**src/rtl/spi_tx_gate_pkg.sv**
```systemverilog
package spi_tx_gate_pkg;

    localparam int ID_W   = 8;
    localparam int PAY_W  = 24;
    localparam int WORD_W = ID_W + PAY_W;

    typedef logic [WORD_W-1:0] word_t;
    typedef logic [PAY_W-1:0]  pay_t;

    typedef struct packed {
        logic [ID_W-1:0] id;
        pay_t            payload;
    } pkt_t;

    typedef enum logic [2:0] {
        SRC_PART = 3'd0,
        SRC_SHUT = 3'd1,
        SRC_ROAM = 3'd2,
        SRC_FIFO = 3'd3,
        SRC_STAT = 3'd4
    } src_e;

    localparam logic [ID_W-1:0] ID_CHECK   = 8'h00;
    localparam logic [ID_W-1:0] ID_SPEC_LO = 8'h1C;
    localparam logic [ID_W-1:0] ID_SPEC_HI = 8'h1F;

    function automatic logic is_check(input logic [ID_W-1:0] id);
        return id == ID_CHECK;
    endfunction

    function automatic logic skips_xor(input logic [ID_W-1:0] id);
        return (id == ID_CHECK) || (id >= ID_SPEC_LO && id <= ID_SPEC_HI);
    endfunction

endpackage

```
**src/rtl/xor_lock.sv**
```systemverilog
module xor_lock
    import spi_tx_gate_pkg::*;
#(
    parameter pay_t SEED = 24'h000308
) (
    input  logic clk,
    input  logic rst,
    input  logic rx_valid,
    input  pkt_t rx_pkt,
    output logic tx_en,
    output pay_t csum
);

    always_ff @(posedge clk) begin
        if (rst) begin
            csum  <= SEED;
            tx_en <= 1'b0;
        end else if (rx_valid) begin
            if (is_check(rx_pkt.id)) begin
                if (!tx_en && rx_pkt.payload == csum)
                    tx_en <= 1'b1;
            end else begin
                tx_en <= 1'b0;
                if (!skips_xor(rx_pkt.id))
                    csum <= csum ^ rx_pkt.payload;
            end
        end
    end

endmodule

```
**src/rtl/pend_slot.sv**
```systemverilog
module pend_slot
    import spi_tx_gate_pkg::*;
(
    input  logic  clk,
    input  logic  rst,
    input  logic  load,
    input  word_t ldata,
    input  logic  clr,
    output logic  valid,
    output word_t data
);

    always_ff @(posedge clk) begin
        if (rst) begin
            valid <= 1'b0;
            data  <= '0;
        end else if (load) begin
            valid <= 1'b1;
            data  <= ldata;
        end else if (clr) begin
            valid <= 1'b0;
        end
    end

endmodule

```
**src/rtl/word_fifo.sv**
```systemverilog
module word_fifo
    import spi_tx_gate_pkg::*;
#(
    parameter int DEPTH = 32
) (
    input  logic  clk,
    input  logic  rst,
    input  logic  push,
    input  word_t wdata,
    input  logic  pop,
    output word_t head,
    output logic  empty,
    output logic  full,
    output logic  ovf
);

    localparam int AW = (DEPTH > 1) ? $clog2(DEPTH) : 1;
    localparam int CW = $clog2(DEPTH + 1);
    localparam logic [AW-1:0] LAST = AW'(DEPTH - 1);
    localparam logic [CW-1:0] FULLC = CW'(DEPTH);

    word_t          mem [DEPTH];
    logic [AW-1:0]  rd_ptr, wr_ptr;
    logic [CW-1:0]  count;
    logic           pop_ok, push_ok;

    assign empty   = (count == '0);
    assign full    = (count == FULLC);
    assign pop_ok  = pop && !empty;
    assign ovf     = push && full && !pop_ok;
    assign push_ok = push && !ovf;
    assign head    = mem[rd_ptr];

    function automatic logic [AW-1:0] bump(input logic [AW-1:0] p);
        return (p == LAST) ? '0 : p + AW'(1);
    endfunction

    always_ff @(posedge clk) begin
        if (push_ok)
            mem[wr_ptr] <= wdata;
    end

    always_ff @(posedge clk) begin
        if (rst || ovf) begin
            rd_ptr <= '0;
            wr_ptr <= '0;
            count  <= '0;
        end else begin
            if (push_ok) wr_ptr <= bump(wr_ptr);
            if (pop_ok)  rd_ptr <= bump(rd_ptr);
            count <= count + CW'(push_ok) - CW'(pop_ok);
        end
    end

endmodule

```
**src/rtl/src_pick.sv**
```systemverilog
module src_pick
    import spi_tx_gate_pkg::*;
#(
    parameter word_t PART_ID = 32'hFF000308
) (
    input  logic  tx_en,
    input  logic  shut_v,
    input  word_t shut_d,
    input  logic  roam_v,
    input  word_t roam_d,
    input  logic  q_empty,
    input  word_t q_head,
    input  word_t stat_d,
    output src_e  sel,
    output word_t word
);

    always_comb begin
        if (!tx_en) begin
            sel  = SRC_PART;
            word = PART_ID;
        end else if (shut_v) begin
            sel  = SRC_SHUT;
            word = shut_d;
        end else if (roam_v) begin
            sel  = SRC_ROAM;
            word = roam_d;
        end else if (!q_empty) begin
            sel  = SRC_FIFO;
            word = q_head;
        end else begin
            sel  = SRC_STAT;
            word = stat_d;
        end
    end

endmodule

```
**src/rtl/spi_tx_gate.sv**
```systemverilog
module spi_tx_gate
    import spi_tx_gate_pkg::*;
#(
    parameter int    FIFO_DEPTH = 32,
    parameter word_t PART_ID    = 32'hFF000308
) (
    input  logic        clk,
    input  logic        rst,
    input  logic        rx_valid,
    input  logic [31:0] rx_word,
    input  logic        xfer_done,
    input  logic        shut_load,
    input  logic [31:0] shut_word,
    input  logic        roam_load,
    input  logic [31:0] roam_word,
    input  logic [31:0] stat_word,
    input  logic        fifo_push,
    input  logic [31:0] fifo_wdata,
    output logic [31:0] tx_word,
    output logic [2:0]  tx_src,
    output logic        dev_req,
    output logic        ovf_flag
);

    localparam int   N_SLOT = 2;
    localparam pay_t SEED   = PART_ID[PAY_W-1:0];

    logic  tx_en;
    pay_t  csum;
    src_e  sel;
    logic  f_empty, f_full, f_ovf, f_pop;
    word_t f_head;

    logic  slot_load [N_SLOT];
    word_t slot_in   [N_SLOT];
    logic  slot_clr  [N_SLOT];
    logic  slot_v    [N_SLOT];
    word_t slot_d    [N_SLOT];

    xor_lock #(.SEED(SEED)) u_lock (
        .clk      (clk),
        .rst      (rst),
        .rx_valid (rx_valid),
        .rx_pkt   (pkt_t'(rx_word)),
        .tx_en    (tx_en),
        .csum     (csum)
    );

    assign slot_load[0] = shut_load;
    assign slot_in[0]   = shut_word;
    assign slot_clr[0]  = xfer_done && sel == SRC_SHUT;
    assign slot_load[1] = roam_load;
    assign slot_in[1]   = roam_word;
    assign slot_clr[1]  = xfer_done && sel == SRC_ROAM;

    for (genvar g = 0; g < N_SLOT; g++) begin : g_slot
        pend_slot u_slot (
            .clk   (clk),
            .rst   (rst),
            .load  (slot_load[g]),
            .ldata (slot_in[g]),
            .clr   (slot_clr[g]),
            .valid (slot_v[g]),
            .data  (slot_d[g])
        );
    end

    assign f_pop = xfer_done && sel == SRC_FIFO;

    word_fifo #(.DEPTH(FIFO_DEPTH)) u_fifo (
        .clk   (clk),
        .rst   (rst),
        .push  (fifo_push),
        .wdata (fifo_wdata),
        .pop   (f_pop),
        .head  (f_head),
        .empty (f_empty),
        .full  (f_full),
        .ovf   (f_ovf)
    );

    src_pick #(.PART_ID(PART_ID)) u_pick (
        .tx_en   (tx_en),
        .shut_v  (slot_v[0]),
        .shut_d  (slot_d[0]),
        .roam_v  (slot_v[1]),
        .roam_d  (slot_d[1]),
        .q_empty (f_empty),
        .q_head  (f_head),
        .stat_d  (stat_word),
        .sel     (sel),
        .word    (tx_word)
    );

    always_ff @(posedge clk) begin
        if (rst)        ovf_flag <= 1'b0;
        else if (f_ovf) ovf_flag <= 1'b1;
    end

    assign tx_src  = sel;
    assign dev_req = (sel != SRC_STAT);

endmodule

```
**config.mk**
```make
export PLATFORM = sky130hd
export DESIGN_NAME = spi_tx_gate
export DESIGN_NICKNAME = d
export VERILOG_FILES = /design/src/rtl/spi_tx_gate_pkg.sv /design/src/rtl/xor_lock.sv /design/src/rtl/pend_slot.sv /design/src/rtl/word_fifo.sv /design/src/rtl/src_pick.sv /design/src/rtl/spi_tx_gate.sv
export SDC_FILE = /design/constraint.sdc
export NUM_CORES = 1
export LEC_CHECK = 0
export BUFFER_PORTS_ARGS = -buffer_cell sky130_fd_sc_hd__buf_4
export CORE_ASPECT_RATIO = 0.7
export CORE_MARGIN = 10
export CORE_UTILIZATION = 50
export CTS_BUF_LIST = sky130_fd_sc_hd__clkbuf_4 sky130_fd_sc_hd__clkbuf_8
export CTS_CLUSTER_DIAMETER = 40
export DETAILED_ROUTE_END_ITERATION = 10
export PLACE_DENSITY = 0.67
export REMOVE_ABC_BUFFERS = 1
export SLEW_MARGIN = 20
export SYNTH_ARGS = -nofsm -noshare
export SYNTH_HDL_FRONTEND = slang
export SYNTH_SLANG_ARGS = --single-unit
```
**constraint.sdc**
```tcl
create_clock -name clk -period 10.9 [get_ports clk]
set_clock_uncertainty 0.05 [all_clocks]
set_input_delay 2.18 -clock clk [delete_from_list [all_inputs] [get_ports clk]]
set_output_delay 2.18 -clock clk [all_outputs]
set_load 0.005 [all_outputs]
```
==> results by group <==
Outcome
  – Status: complete, no violations

Yosys
  – Synth Area per Inst: 17.94 µm²
  – Yosys cell types: 59
  – Netlist Area Pre-Place: 45030 µm²
  – Cell count after synthesis: 2510
  – Synth warnings: 0
  – Async S/R FF share, synth: 0
  – Ys flop type: edfxtp_1
  – EDFF count, synth: 1024
  – #FFs+latches synth: 1137
  – Sequential share of the synthesized area: 0.7331

Clock network
  – Clock Path Buffers: 3
  – Insertion delay of the later-clocked pin in the worst-skew pair: 0.85 ns
  – Clock tree sinks: 1137
  – H-tree levels: 4
  – TritonCTS clock tree: done
  – Clk pin slew, worst setup/hold paths: 0.06 ns
  – Post-CTS Repair Setup Buffers: 0
  – Clk root buf: clkbuf_8
  – CTS Hold Buffers Added: 0
  – TritonCTS buffer count: 168
  – # resized after CTS: 0

STA
  – Highest clock rate: 0.1392 GHz
  – Fin crit share: 0.6589
  – Worst Tran Pin Value: 1.413 ns
  – RSZ-0062 raised after global routing: no
  – Fin Hold WS: 0.4451 ns
  – Minimum clock period after layout: 7.182 ns
  – Final worst slack: 3.718 ns
  – Final setup vio count: 0
  – Final Max Tran Viols: 0
  – Worst slew margin: 0.05773
  – Final Hold Vio Count: 0

Cells and area
  – Nets: 2960
  – Design Area, Final: 51170 µm²
  – Post-layout util: 0.5769
  – Leading cell types in the layout, fill and taps excluded: 1024 x edfxtp_1, 327 x mux2i_1, 256 x buf_4
  – Most common cell after layout, fill and taps aside: edfxtp_1
  – Area grow syn2layout: 13.64%
  – Layout cell share with drive strength beyond 1: 0.2546

Run
  – MaxCap Viol Count: 0

Place
  – Area post-placement: 47870 µm²
  – Number of port buffers: 203
  – Pre-CTS WS: 4.547 ns
  – Gpl congestion: 0.7747
  – HPWL Detailed: 66.46 mm

Floorplan
  – Initial Util: 0.5077
  – Row cnt: 91
  – Die Span X: 378.7 µm
  – Core footprint: 88700 µm²
  – Die H: 271.1 µm
  – Boundary pin count: 204
  – DIE AREA: 102700 µm²

Power and ir drop
  – Pwr per Cell Area: 172.4 nW/µm²
  – Psw: 2.018 mW
  – Max VDD drop: 0.1345 mV
  – Clk pwr share: 0.386
  – Leak: 16.23 nW
  – Combinational fraction of design power: 0.063
  – Switching Fraction: 0.2288
  – Share of power burned in registers: 0.551
  – Internal Pwr Total: 6.805 mW

Global routing
  – Vias in the first global route: 25200
  – First-pass GRT wire length: 174.4 mm
  – Largest net degree at the start of global routing: 151
  – Antenna violations before repair: 9
  – GR Util All Layers: 0.2349
  – Remaining Overflow, GRT: 0

Setup path
  – Worst path arrival time: 4.95 ns
  – CP Depth: 8
  – CP peak stage delay: 0.98 ns
  – Worst-path maximum fanout: 43
  – FF-to-FF Start: u_lock.tx_en
  – Setup crit end: tx_word[23]
  – Critical Path End Type: output port
  – Reg2reg end: u_fifo.mem[21][4]
  – Reg2Reg Depth: 8
  – Most used cell, CP: buf_4
  – Top Family by Delay on Critical Path: buffers and inverters
  – Required @ worst endpoint: 8.67 ns
  – Startpoint Class: register
  – Setup Crit Path Kind: reg -> out
  – Flop-to-flop setup slack: 6.44 ns
  – Cells along the critical path: buf_4 > buf_4 > mux4_2 > a22o_1 > a211oi_1 > or4_1 > a21oi_1 > buf_4
  – Slowest cell on crit path: dfxtp_4
  – Buf/Inv on CP: 3

Drt
  – Total iterations of the first detailed-routing run: 7
  – DRT Wirelength: 122.3 mm
  – Via density: 6.220
  – 1st-iter DRT viols: 3277
  – Antenna viol nets, final: 0
  – Via Count: 25310
  – WL/cell: 30.06 µm
  – Post-route DRC: 0

Min path
  – Hold Crit Class: reg -> reg
==> state kept, by name, indices dropped and copies added (netlist names), named ones only <==
signal and flops:
u_fifo.mem 1024, g_slot.u_slot.valid 2, ovf_flag 1, u_fifo.rd_ptr 5, u_lock.csum 24, u_fifo.count 6
g_slot.u_slot.data 64, u_lock.tx_en 1, u_fifo.wr_ptr 5
==> synth_stat cells (11+ instances only) <==
cell type / instances / area (µm²)
a21oi_1: 80 / 400.4
nor4_1: 15 / 93.84
nand2_1: 26 / 97.59
ha_1: 16 / 200.2
o211ai_1: 25 / 187.7
inv_1: 18 / 67.56
xor2_1: 38 / 332.8
mux4_2: 127 / 2860
a22oi_1: 100 / 750.7
mux2i_1: 327 / 3273
a221oi_1: 21 / 183.9
o221ai_1: 17 / 148.9
edfxtp_1: 1024 / 30750
a22o_1: 25 / 219.0
nor2b_1: 24 / 150.1
xnor2_1: 15 / 131.4
o21ai_0: 27 / 135.1
dfxtp_1: 113 / 2262
a211oi_1: 38 / 285.3
nor2_1: 142 / 533.0
clkbuf_1: 67 / 251.5
or4_1: 17 / 127.6
buf_2: 47 / 235.2
mux2_2: 12 / 135.1
a221o_1: 11 / 110.1
nand4_1: 12 / 75.07
buf_4: 30 / 225.2
==> metal layers <==
layer | up-vias | global-route usage | share of wire
li1 | 10660 | - | -
met1 | 12990 | 0.3289 | 0.40
met4 | 0 | 0.07817 | 0.027
met5 | - | 0 | 0
met2 | 1453 | 0.3534 | 0.46
met3 | 204 | 0.06475 | 0.11
==> tightest hold or removal path, cell delays in order, from the launching register on <==
cell and delay [ns]:
dfxtp_1 0.33, mux2i_1 0.06, nor2_1 0.07
==> layout make-up <==
| class | count | area, µm² |
|---|---|---|
| fillers | 6535 | 37530 |
| flip-flops and latches | 1137 | 33030 |
| multi-input cells | 1192 | 11360 |
| clock buffers | 244 | 2902 |
| repair buffers | 258 | 1962 |
| well taps | 1162 | 1454 |
| clock inverters | 53 | 386.6 |
| inverters | 19 | 71.32 |
| diodes | 4 | 10.01 |
==> worst min-delay path by stage <==
stage / slack, ns / cells after the start / start / to
5_1_grt: 0.47 / 2 / g_slot[0].u_slot.data[10] / g_slot[0].u_slot.data[10]
3_3_place_gp: 0.42 / 2 / ovf_flag / ovf_flag
3_5_place_dp: 0.43 / 2 / g_slot[0].u_slot.data[10] / g_slot[0].u_slot.data[10]
6_report: 0.45 / 2 / g_slot[0].u_slot.data[6] / g_slot[0].u_slot.data[6]
2_1_floorplan: 0.40 / 2 / g_slot[0].u_slot.data[0] / g_slot[0].u_slot.data[0]
4_1_cts: 0.44 / 2 / u_fifo.rd_ptr[4] / u_fifo.rd_ptr[4]
==> power groups by stage <==
stage	registers, mW	logic (mW)	clock network (mW)
global route	4.87	0.592	3.65
detailed placement	4.96	0.546	0
floorplan	4.95	0.240	0
global placement	4.95	0.528	0
CTS	4.86	0.549	3.46
finish	4.87	0.556	3.40
==> logic make-up after synthesis <==
kind of cell             after synthesis  share of synthesized area
flip-flops                          1137                     0.7331
multiplexers                         466                     0.1392
AO/OA/AOI/OAI                        382                    0.06147
AND/OR/NAND/NOR                      274                    0.02984
buffers and inverters                181                    0.02115
XOR/XNOR                              53                    0.01031
adder cells (fa/ha/maj)               17                   0.004890
==> per-stage QoR <==
stage          setup TNS (ns)  total power [mW]  std cells
5_1_grt                     0             9.109       4066
6_report                    0             8.823       4069
3_5_place_dp                0             5.503       3768
2_1_floorplan         -156.25             5.194       2348
4_1_cts                     0             8.869       4065
3_3_place_gp                0             5.479       3768
Note: power is estimated with default switching activity, not from simulation.
